File: src/rtl/bank_sw_pkg.sv
package bank_sw_pkg;
  localparam int unsigned SW_ADDR_W = 4;

  // Decoded view of one switch access
  typedef struct packed {
    logic valid;
    logic is_write;
    logic advance;   // odd action: step arming
    logic ram_rd;    // read source after the access
    logic bank_alt;  // second bank after the access
  } sw_evt_t;
endpackage

File: src/rtl/bank_sw_decode.sv
module bank_sw_decode
  import bank_sw_pkg::*;
#(
  parameter int unsigned BANK_BIT = 3
) (
  input  logic                 strobe_i,
  input  logic                 write_i,
  input  logic [SW_ADDR_W-1:0] addr_i,
  output sw_evt_t              evt_o
);
  logic [1:0] act;
  logic       unused_addr;

  assign act         = addr_i[1:0];
  assign unused_addr = addr_i[2];

  always_comb begin
    evt_o          = '0;
    evt_o.valid    = strobe_i;
    evt_o.is_write = write_i;
    evt_o.advance  = act[0];
    evt_o.ram_rd   = (act == 2'd0) || (act == 2'd3);
    evt_o.bank_alt = ~addr_i[BANK_BIT];
  end
endmodule

File: src/rtl/bank_sw_arm.sv
module bank_sw_arm
  import bank_sw_pkg::*;
#(
  parameter int unsigned ARM_READS = 2
) (
  input  logic    clk_i,
  input  logic    rst_ni,
  input  sw_evt_t evt_i,
  output logic    wr_en_o
);
  localparam int unsigned CNT_W = $clog2(ARM_READS + 1);
  localparam logic [CNT_W-1:0] ARM_MAX = CNT_W'(ARM_READS);

  logic [CNT_W-1:0] lvl_q, lvl_d;

  always_comb begin
    lvl_d = lvl_q;
    if (evt_i.valid) begin
      if (!evt_i.advance)
        lvl_d = '0;
      else if (!evt_i.is_write && lvl_q != ARM_MAX)
        lvl_d = lvl_q + CNT_W'(1);
      // a write never leaves arming part-way
      if (evt_i.is_write && lvl_d != ARM_MAX)
        lvl_d = '0;
    end
  end

  always_ff @(posedge clk_i or negedge rst_ni) begin
    if (!rst_ni) lvl_q <= '0;
    else         lvl_q <= lvl_d;
  end

  assign wr_en_o = (lvl_q == ARM_MAX);
endmodule

File: src/rtl/bank_sw_map.sv
module bank_sw_map
  import bank_sw_pkg::*;
(
  input  logic    clk_i,
  input  logic    rst_ni,
  input  sw_evt_t evt_i,
  output logic    ram_rd_o,
  output logic    bank_alt_o
);
  always_ff @(posedge clk_i or negedge rst_ni) begin
    if (!rst_ni) begin
      ram_rd_o   <= 1'b0;
      bank_alt_o <= 1'b1;
    end else if (evt_i.valid) begin
      ram_rd_o   <= evt_i.ram_rd;
      bank_alt_o <= evt_i.bank_alt;
    end
  end
endmodule

File: src/rtl/bank_sw_ctrl.sv
module bank_sw_ctrl
  import bank_sw_pkg::*;
#(
  parameter int unsigned ARM_READS = 2,
  parameter int unsigned BANK_BIT  = 3
) (
  input  logic                 clk_i,
  input  logic                 rst_ni,
  input  logic                 sw_strobe_i,
  input  logic                 sw_write_i,
  input  logic [SW_ADDR_W-1:0] sw_addr_i,
  output logic                 ram_rd_sel_o,
  output logic                 ram_wr_en_o,
  output logic                 bank_alt_o
);
  sw_evt_t evt;

  bank_sw_decode #(.BANK_BIT(BANK_BIT)) u_dec (
    .strobe_i (sw_strobe_i),
    .write_i  (sw_write_i),
    .addr_i   (sw_addr_i),
    .evt_o    (evt)
  );

  bank_sw_arm #(.ARM_READS(ARM_READS)) u_arm (
    .clk_i   (clk_i),
    .rst_ni  (rst_ni),
    .evt_i   (evt),
    .wr_en_o (ram_wr_en_o)
  );

  bank_sw_map u_map (
    .clk_i      (clk_i),
    .rst_ni     (rst_ni),
    .evt_i      (evt),
    .ram_rd_o   (ram_rd_sel_o),
    .bank_alt_o (bank_alt_o)
  );
endmodule

File: config.mk
export PLATFORM = sky130hd
export DESIGN_NAME = bank_sw_ctrl
export DESIGN_NICKNAME = d
export VERILOG_FILES = /design/src/rtl/bank_sw_pkg.sv /design/src/rtl/bank_sw_decode.sv /design/src/rtl/bank_sw_arm.sv /design/src/rtl/bank_sw_map.sv /design/src/rtl/bank_sw_ctrl.sv
export SDC_FILE = /design/constraint.sdc
export NUM_CORES = 1
export LEC_CHECK = 0
export CORE_AREA = 4 4 41 43
export DETAILED_ROUTE_END_ITERATION = 10
export DIE_AREA = 0 0 45 47
export DONT_BUFFER_PORTS = 1
export PLACE_DENSITY_LB_ADDON = 0.25
export SLEW_MARGIN = 20
export SYNTH_ARGS = -nofsm -noshare
export SYNTH_HDL_FRONTEND = slang
export SYNTH_HIERARCHICAL = 1
export SYNTH_SLANG_ARGS = --single-unit
File: constraint.sdc
create_clock -name clk_i -period 1.1 [get_ports clk_i]
set_input_delay 0.165 -clock clk_i [delete_from_list [all_inputs] [get_ports clk_i]]
set_output_delay 0.165 -clock clk_i [all_outputs]
set_load 0.03 [all_outputs]
# Word level (Yosys, flattened, before mapping)
# Cells that the tools add are included.
dict set report totals {
  reg_bits 4
  inputBits 8
  output_inout_bits 3
  elab_cells 18
}
dict set report op_classes {
  add_sub_neg 1
  n_eq_ne 4
  muxes 4
  n_bitwise 1
  n_reduce_logical 5
}
# op count
set ops {}
lappend ops {{$mux 2} 4}
lappend ops {{$eq 2x2->1 const B} 2}
lappend ops {{$ne 2x2->1 const B} 2}
lappend ops {{$add 2x1->2 const B} 1}
lappend ops {{$logic_and 1x1->1} 2}
lappend ops {{$logic_not 2->1} 1}
lappend ops {{$logic_not 1->1} 1}
lappend ops {{$logic_or 1x1->1} 1}
lappend ops {{$not 1->1} 1}

# Logic depth before layout (Yosys ltp)
# Gate-level depths: netlist of the first run.
dict set report depth {
  ltp_word 8
  mapped_depth 5
  depth_no_buf 5
}

# Modules after synthesis
# Netlist of the first run, hierarchy kept.
# mod instances cells_each area_each_um2 seq_area_each_um2
set modules_own_cells {}
lappend modules_own_cells {bank_sw_arm 1 12 125.1 50.0}
lappend modules_own_cells {bank_sw_map 1 4 73.8 51.3}
lappend modules_own_cells {bank_sw_decode 1 5 35.0 0.0}

# Worst setup path after synthesis of the first run
# OpenSTA, ideal clock, no wires.
dict set report synth_path {
  path_kind {reg-to-reg}
  from {register u_arm.lvl_q[0]}
  to {register u_arm.lvl_q[0]}
  setup_time_ps 120
  t_arrival_ps 1173
  t_required_ps 980
  slack_ps -193
  path_stages_with_launch 5
  path_buffers 0
  period_less_slack_ps 1293
  cell_sequence {dfrtp_1 inv_1 ha_1 nor2_1 a41o_2}
}
dict set report synth_between {
  elab_chain_len 8
  word_cells_on_any_way 9
  cone_classes {add/sub (1); eq/ne (2); mux (4); reduce/logical (2)}
}
# item line_no
set synth_rtl {}
lappend synth_rtl {{start, declared} bank_sw_arm.sv:14} ;# logic [CNT_W-1:0] lvl_q, lvl_d;
lappend synth_rtl {{start signal, assigned} bank_sw_arm.sv:31} ;# else lvl_q <= lvl_d;
lappend synth_rtl {{branches (longest 2 deep; another with $add 2x1->2)} -}
lappend synth_rtl {{$mux 2 (*)} bank_sw_arm.sv:21} ;# else if (!evt_i.is_write && lvl_q != ARM_MAX)
lappend synth_rtl {{$mux 2 (*)} bank_sw_arm.sv:19} ;# if (!evt_i.advance)
lappend synth_rtl {{$mux 2 (*)} bank_sw_arm.sv:18} ;# if (evt_i.valid) begin
lappend synth_rtl {{$ne 2x2->1} bank_sw_arm.sv:24} ;# if (evt_i.is_write && lvl_d != ARM_MAX)
lappend synth_rtl {{$logic_and 1x1->1} bank_sw_arm.sv:24}
lappend synth_rtl {{$mux 2 (*)} bank_sw_arm.sv:24}
# Every way passes the cells marked *. The select of a mux whose other input is x is not followed.
# A chain may end at the register's enable or synchronous reset.

# Final worst setup path of the first run
dict set report layout_path {
  from {register u_arm.lvl_q[0]}
  to {output port ram_wr_en_o}
}
dict set report layout_between {
  elab_chain_len 1
}
# item line_no
set layout_rtl {}
lappend layout_rtl {{$eq 2x2->1} bank_sw_arm.sv:34} ;# assign wr_en_o = (lvl_q == ARM_MAX);
lappend layout_rtl {{end, declared} bank_sw_ctrl.sv:13} ;# output logic ram_wr_en_o,
# Every way passes these cells.

==> flow_summary.ini, run 1 <==
[status]
status = finished with violations
violations = negative setup slack

[critical_path]
cp.arrival_ns = 0.95
timing.rr.start = u_arm/lvl_q[1]
crit_fanout = 3
crit_end = ram_wr_en_o
crit_type = flip-flop to output pin
reg2reg_slack_ns = 0
end_kind = output pin
required_ns = 0.94
reg2reg_to = u_arm/lvl_q[1]
cp-startpoint = u_arm/lvl_q[0]
reg2reg_depth = 4
crit_path_start_kind = flip-flop

[pwr]
p_leak_nw = 0.136
power.density_nw_per_um2 = 1540
fin_total_pwr_uw = 482
ir_drop_v = 0.000495

[place]
gp_congestion = 0.568
io_buffers = 0
pre_cts_ws_ns = 0.00410
place_area_um2 = 258

[sta]
setup_ws_ns = -0.0187
clock-skew-final_ns = 0.00481
rsz0062_at_grt = true
setup_viol = 2
clock.fmax_mhz = 894
fin_crit_ns = 1.12
setup_tns_ns = -0.0203
relSlewSlack_pct = 87.2
fin_crit_sh_pct = 102
hold_viol = 0
worstMarginPinSlew_ns = 0.191
final_max_slew_viol_count = 0

[cts]
cts-htree-levels = 1
insertion_delay_ns = 0.23
root_buffer = clkbuf_4
path_clk_slew_ns = 0.04
cts.path.max_buffers = 2
cts.sinks = 4
cts_tree = built
cts-buffers-inserted = 3

[synth]
netlist_area_um2 = 234
synth_top_cell_by_area = dfrtp_1
synth_seq_cells = 4
synth_nets = 30
synth_ff_type = dfrtp_1
synth_cell_types = 14
synthCells = 21
synth_area_leaders = dfrtp_1 (32%), dfstp_2 (11%), buf_4 (9.6%), mux2_2 (9.6%), nand3b_1 (6.4%)
synth_commonest_cells = buf_4 (3), dfrtp_1 (3), inv_1 (2), mux2_2 (2), nand3b_1 (2)
synth_seq_area_share_pct = 43.3
ys_async_sr_fraction_pct = 100
yosys_warnings = 6
synth_top_area_share_pct = 32.1
synth_edf_count = 0
avgSynthCellArea_um2 = 11.1

[final_layout]
nets = 37
areaGrowthSynthToFinish_pct = 33.7
fill_cells = 149
fin_area_um2 = 313
diodes = 0
drive_gt1_share_pct = 48.1

[global_route]
grt_util_all_layers_pct = 5.56
grt_max_degree = 7
overflow = 0
first_global_vias = 181
antenna_found_initial = 0
grt_pass1_wl_um = 759

[floorplanning]
core_area_um2 = 1300
dieArea_um2 = 2120
num_rows = 13
io_pins = 11
initial_utilization_pct = 18.0
die_w_um = 45
die_h_um = 47

[routing]
wl_um = 488
firstDrtPassIters = 3
drt-initial-drc-count = 3
vias = 166
drc = 0
avgRoutedWirePerCell_um = 11.6
detail-route-antenna-nets = 0
vias_per_cell = 3.95

[flow_run]
cap_violations = 0

[worst_hold_path]
hp-class = primary input to flip-flop
min_from = sw_strobe_i
## report_power, final
part           internal (mW)  total (mW)  switching (mW)
sequential             0.167       0.186          0.0188
combinational         0.0536      0.0985          0.0448
clock                  0.136       0.198          0.0614
total                  0.357       0.482           0.125
## per-stage QoR
stage	hold WS [ns]	util [%]	cells
after detailed placement	-0.130	19.8	35
after floorplan	-0.131	-	21
after CTS	0.0830	23.5	41
after global routing	0.0819	24.0	42
final	0.0918	24.0	42
after global placement	-0.130	19.8	35
## state kept, by name (all words and copies together) (netlist names)
signal	flops
u_map/bank_alt_o	1
u_arm/lvl_q	2
u_map/ram_rd_o	1
## worst min path at each step
stage	endpoint	slack [ns]	depth (start not counted)
finish	u_map/ram_rd_o	0.09	1
global route	u_map/ram_rd_o	0.08	1
CTS	u_map/ram_rd_o	0.08	1
detailed placement	u_arm/lvl_q[1]	-0.13	0
global placement	u_arm/lvl_q[1]	-0.13	0
floorplan	u_arm/lvl_q[0]	-0.13	0
## cells by family (layout without fill, tap and decap cells)
group	count (synthesis)	in the layout	synth area share [%]
DFF	4	4	43.3
muxes	2	2	9.62
xor gates and xnor gates	1	1	3.74
buffers and inverters	5	11	12.8
and+or+nand+nor	3	3	8.02
adders and majority gates	1	1	5.35
AOI/OAI and AO/OA	5	5	17.1
## cells in the final DEF, fill, tap and decap left out
| cell | count |
|---|---|
| clkbuf_1 | 1 |
| inv_2 | 1 |
| o21ai_1 | 1 |
| xnor2_1 | 1 |
| a41o_2 | 1 |
| mux2_2 | 2 |
| ha_4 | 1 |
| nand3b_1 | 2 |
| a21oi_1 | 1 |
| nor2_1 | 1 |
| buf_4 | 3 |
| dfrtp_1 | 3 |
| o2bb2ai_1 | 1 |
| buf_6 | 1 |
| inv_1 | 1 |
| dlygate4sd3_1 | 1 |
| dfstp_2 | 1 |
| clkbuf_4 | 3 |
| a21bo_1 | 1 |
## layer usage
metal	GRT usage, %	share of wire [%]	wire length [µm]	vias to the layer above
met5	0	0	0	-
met4	7.02	0	0	0
met3	1.53	6.4	31	0
met2	8.19	56	273	6
met1	5.76	38	183	78
li1	-	-	-	82
## what timing repair did
item / CTS / global route
endpoints found under the hold margin: 4 / 0
setup buffers: 1 / 1
endpoints found under the setup margin: 1 / 2
gates resized for setup: 1 / 0
hold buffers: 1 / 0
## layout make-up
cell class,count,area [µm²],area share [%]
clock buffers,4,26.3,8.40
inverters,2,7.51,2.40
multi-input cells,12,115,36.8
flip-flops and latches,4,101,32.4
well taps,15,18.8,6.00
repair buffers,5,43.8,14.0
## worst max-delay path: stages, from the launching register on
cell	delay, ns
dfrtp_1	0.38
inv_2	0.08
ha_4	0.13
buf_6	0.12
No activity file was read; power rests on OpenSTA's default activity.
==> run 2: changes to the inputs <==
--- a/config.mk
+++ b/config.mk
@@ -5,6 +5,7 @@
 export SDC_FILE = /design/constraint.sdc
 export NUM_CORES = 1
 export LEC_CHECK = 0
+export ABC_AREA = 1
 export CORE_AREA = 4 4 41 43
 export DETAILED_ROUTE_END_ITERATION = 10
 export DIE_AREA = 0 0 45 47
==> flow_summary.ini, run 2 <==
[critical_path]
reg2reg_to = u_arm/lvl_q[0]
crit_path_start_kind = flip-flop
crit_cells = 2
cpPeakStageDelay_ns = 0.41
end_kind = output pin
crit_family = flip-flops
crit_type = flip-flop to output pin
crit_buf_inv = 1
reg2reg_depth = 5
required_ns = 0.94
crit_fanout = 2
timing.rr.start = u_arm/lvl_q[1]
crit_end = ram_wr_en_o
reg2reg_slack_ns = 0.02
slowest_stage = dfrtp_1
worstPathCellList = ha_4 > buf_6
cp.arrival_ns = 0.96
cp-startpoint = u_arm/lvl_q[1]

[place]
place_area_um2 = 269
hpwl_um = 399
dp.cells = 51
gp_congestion = 0.709
io_buffers = 0

[floorplanning]
die_h_um = 47
initial_utilization_pct = 19.6
num_rows = 13
io_pins = 11
dieArea_um2 = 2120
die_w_um = 45
core_area_um2 = 1300

[cts]
cts.sinks = 4
path_clk_slew_ns = 0.04
insertion_delay_ns = 0.24
root_buffer = clkbuf_4
cts-buffers-inserted = 3
cts_tree = built
cts-htree-levels = 1
cts.path.max_buffers = 2

[final_layout]
diodes = 0
largest_reg_flops = 2
finalNonFillerCells = 57
drive_gt1_share_pct = 26.2
largestRegisters = u_arm/lvl_q x2, u_map/bank_alt_o x1, u_map/ram_rd_o x1
layout_common_cells = nand2_1 (16), inv_1 (5), clkbuf_4 (3), dfrtp_1 (3)
fin_area_um2 = 340
regMostFlops = u_arm/lvl_q
final_common_cell = nand2_1
areaGrowthSynthToFinish_pct = 33.3
fin_util_pct = 26.2
fill_cells = 157
nets = 52

[synth]
synth_ff_type = dfrtp_1
synth_area_leaders = dfrtp_1 (29%), nand2_1 (24%), dfstp_2 (10%), buf_4 (8.8%), inv_1 (8.8%)
synth_edf_count = 0
synth_commonest_cells = nand2_1 (16), inv_1 (6), buf_4 (3), dfrtp_1 (3)
synth_top_cell_by_area = dfrtp_1
synth_cell_types = 11
synthCells = 37
synth_seq_cells = 4
synth_seq_area_share_pct = 39.7
synth_nets = 46
ys_async_sr_fraction_pct = 100
avgSynthCellArea_um2 = 6.90
synth_top_area_share_pct = 29.4
yosys_warnings = 6
synth_most_common_cell = nand2_1
netlist_area_um2 = 255

[sta]
fin_crit_ns = 1.13
worstMarginPinSlew_ns = 0.306
hold_viol = 0
relSlewSlack_pct = 79.6
rsz0062_at_grt = true
clock.fmax_mhz = 889
setup_viol = 1
clock-skew-final_ns = 0.00592
final_max_slew_viol_count = 0
fin_crit_sh_pct = 102
setup_ws_ns = -0.0253
hold_ws_ns = 0.0232

[routing]
vias = 222
drt-initial-drc-count = 2
detail-route-antenna-nets = 0
wl_um = 585
avgRoutedWirePerCell_um = 10.3
drc = 0
vias_per_cell = 3.89
firstDrtPassIters = 2

[status]
violations = negative setup slack
status = finished with violations

[global_route]
grt_util_all_layers_pct = 6.81
overflow = 0
grt_max_degree = 10
grt_pass1_wl_um = 986
first_global_vias = 252
antenna_found_initial = 0

[pwr]
ir_drop_v = 0.000539
fin_total_pwr_uw = 571
power.density_nw_per_um2 = 1680
p_leak_nw = 0.182

[worst_hold_path]
hp-class = primary input to flip-flop

[flow_run]
cap_violations = 0
[run 2: changes by cell type after synthesis]
| cell | previous run | this run |
|---|---|---|
| nand2_1 | 0 | 16 |
| inv_1 | 2 | 6 |
| mux2_2 | 2 | 0 |
| a21bo_1 | 1 | 0 |
| a21oi_1 | 1 | 2 |
| a41o_2 | 1 | 0 |
| nand3_1 | 0 | 1 |
| nand3b_1 | 2 | 1 |
| nor2_1 | 1 | 2 |
| nor2_2 | 0 | 1 |
| o21ai_1 | 1 | 0 |
| o2bb2ai_1 | 1 | 0 |
| xnor2_1 | 1 | 0 |
[run 2: timing repair]
action | 4_1_cts | 5_1_grt
setup buffers | 1 | 0
hold endpoints to repair | 4 | 0
gates resized for setup | 2 | 4
hold buffers | 1 | 0
endpoints found under the setup margin | 1 | 3
pin swaps | 0 | 3
[run 2: stage by stage]
stage,worst slack (ns),setup TNS [ns]
floorplan,0.0331,0
global placement,0.103,0
detailed placement,0.108,0
CTS,-0.0551,-0.0551
global route,-0.0872,-0.184
finish,-0.0253,-0.0253
[run 2: how the worst min path moves through the flow]
stage | end | depth (start not counted) | from
3_5_place_dp | u_arm/lvl_q[0] | 0 | rst_ni
4_1_cts | u_map/bank_alt_o | 2 | sw_strobe_i
5_1_grt | u_map/ram_rd_o | 2 | sw_strobe_i
3_3_place_gp | u_arm/lvl_q[0] | 0 | rst_ni
2_1_floorplan | u_arm/lvl_q[0] | 0 | rst_ni
6_report | u_map/bank_alt_o | 2 | sw_strobe_i
[run 2: power breakdown]
part           internal [mW]  leakage [nW]  total (mW)  switching [mW]
sequential             0.171        0.0488       0.203          0.0323
clock                  0.136        0.0150       0.201          0.0642
combinational         0.0874         0.119       0.167          0.0794
total                  0.395         0.182       0.571           0.176
[run 2: logic make-up after synthesis]
logic type	after synthesis	share of synthesized area (%)
fa+ha+maj	1	4.90
compound gates	2	3.92
buf+inv	9	17.6
flops	4	39.7
simple gates	21	33.8
[run 2: final cells by class]
cell class	count	area, µm²	share of cell area [%]
timing repair buffer	4	40.0	11.8
sequential	4	101	29.8
tap	15	18.8	5.51
multi-input combinational	24	131	38.6
clock buffer	4	26.3	7.72
inverter	6	22.5	6.62
[run 2: metal layers]
layer	track usage, %	share of wire (%)
met1	7.09	42
met2	9.89	52
met3	5.36	6.3
met4	3.51	0
met5	0	0
==> run 3: changes to the inputs <==
--- a/config.mk
+++ b/config.mk
@@ -5,10 +5,10 @@
 export SDC_FILE = /design/constraint.sdc
 export NUM_CORES = 1
 export LEC_CHECK = 0
-export ABC_AREA = 1
-export CORE_AREA = 4 4 41 43
+export ABC_AREA = 0
+export CORE_AREA = 2 2 39 41
 export DETAILED_ROUTE_END_ITERATION = 10
-export DIE_AREA = 0 0 45 47
+export DIE_AREA = 0 0 41 43
 export DONT_BUFFER_PORTS = 1
 export PLACE_DENSITY_LB_ADDON = 0.25
 export SLEW_MARGIN = 20
==> flow_summary.ini, run 3 (same netlist as run 1, synthesis figures left out) <==
[critical_path]
crit_fanout = 3
reg2reg_depth = 4
worstPathCellList = inv_2 > ha_4 > buf_6
cpPeakStageDelay_ns = 0.38
end_kind = output pin
reg2reg_slack_ns = 0.03
crit_type = flip-flop to output pin
required_ns = 0.94
crit_path_start_kind = flip-flop
cp.arrival_ns = 0.96
slowest_stage = dfrtp_1

[floorplanning]
io_pins = 11
dieArea_um2 = 1760
initial_utilization_pct = 16.9
num_rows = 14
die_h_um = 43
core_area_um2 = 1380
die_w_um = 41

[routing]
detail-route-antenna-nets = 0
vias = 177
vias_per_cell = 4.02
wl_um = 454
drt-initial-drc-count = 1
firstDrtPassIters = 3
drc = 0
avgRoutedWirePerCell_um = 10.3

[final_layout]
largest_reg_flops = 2
fin_util_pct = 23.4
finalNonFillerCells = 44
fin_area_um2 = 324
largestRegisters = u_arm/lvl_q x2, u_map/bank_alt_o x1, u_map/ram_rd_o x1
drive_gt1_share_pct = 53.6
nets = 38
areaGrowthSynthToFinish_pct = 38.5
regMostFlops = u_arm/lvl_q
layout_common_cells = buf_4 (4), clkbuf_4 (3), dfrtp_1 (3)
final_common_cell = buf_4
diodes = 0

[sta]
relSlewSlack_pct = 88.5
clock-skew-final_ns = 0.00325
worstMarginPinSlew_ns = 0.173
fin_crit_ns = 1.13
hold_viol = 0
setup_viol = 1
setup_ws_ns = -0.0262
clock.fmax_mhz = 888
rsz0062_at_grt = true
final_max_slew_viol_count = 0
fin_crit_sh_pct = 102

[status]
status = finished with violations
violations = negative setup slack

[place]
dp.cells = 36
pre_cts_ws_ns = -0.00979
gp_congestion = 0.594
place_area_um2 = 259
io_buffers = 0

[global_route]
grt_util_all_layers_pct = 6.35
overflow = 0
first_global_vias = 171
antenna_found_initial = 0
grt_pass1_wl_um = 696
grt_max_degree = 7

[cts]
cts-buffers-inserted = 3
cts_tree = built
cts-htree-levels = 1
cts.sinks = 4
path_clk_slew_ns = 0.04
insertion_delay_ns = 0.23
root_buffer = clkbuf_4
cts.path.max_buffers = 2

[worst_hold_path]
hold_depth = 1
hp-class = primary input to flip-flop

[flow_run]
cap_violations = 0

[pwr]
ir_drop_v = 0.000545
p_leak_nw = 0.142
power.density_nw_per_um2 = 1510
-- run 3: changes by cell type in the layout (fill, tap and decap cells not counted), sizes merged, moves of 2 or more --
cell and change:
inv -4, buf +2, nor2 -2, nand2 -16, mux2 +2
-- run 3: layer usage --
metal	share of wire, %	vias to the layer above	GRT usage, %
met1	40	85	6.84
met2	52	6	8.44
met4	0	0	8.00
met5	0	-	0
li1	-	86	-
met3	8.4	0	1.57
-- run 3: final cells by class --
cell class | instances | area (µm²)
Fill cell | 149 | 1060
Multi-Input combinational cell | 12 | 118
Tap cell | 16 | 20.0
Timing Repair Buffer | 6 | 51.3
Clock buffer | 4 | 26.3
Inverter | 2 | 7.51
Sequential cell | 4 | 101
-- run 3: power by group --
group          switching (mW)  internal, mW  leakage, nW  total, mW
clock network          0.0629         0.136       0.0150      0.199
logic                  0.0475        0.0589       0.0775      0.106
registers              0.0182         0.167       0.0491      0.185
total                   0.129         0.362        0.142      0.491
-- run 3: worst max-delay path: cells and delay by family (launching register included) --
kind                       cells  cell delay [ns]
adders and majority gates      1             0.14
DFF                            1             0.38
buffers and inverters          2             0.21
-- run 3: worst paths after layout --
path	startpoint	endpoint
hold / removal	sw_strobe_i	u_map/ram_rd_o
max in group asynchronous	rst_ni	u_map/bank_alt_o
setup / recovery	u_arm/lvl_q[0]	ram_wr_en_o
setup reg to reg	u_arm/lvl_q[1]	u_arm/lvl_q[1]
hold reg to reg	u_map/ram_rd_o	u_map/ram_rd_o
min in group asynchronous	rst_ni	u_arm/lvl_q[0]
-- run 3: repair_timing --
action,in CTS,in global routing
setup endpoints to repair,2,2
gates resized for setup,1,1
buffers inserted,2,1
gates cloned,0,0
hold endpoints to repair,4,0
hold buffers,1,0
-- run 3: through the flow --
stage	hold WS [ns]	TNS, ns	power (mW)
after detailed placement	-0.130	-0.00979	0.269
after global routing	0.0730	-0.107	0.534
after global placement	-0.130	0	0.266
after CTS	0.0832	-0.0468	0.493
after floorplan	-0.131	0	0.260
final	0.0916	-0.0262	0.491
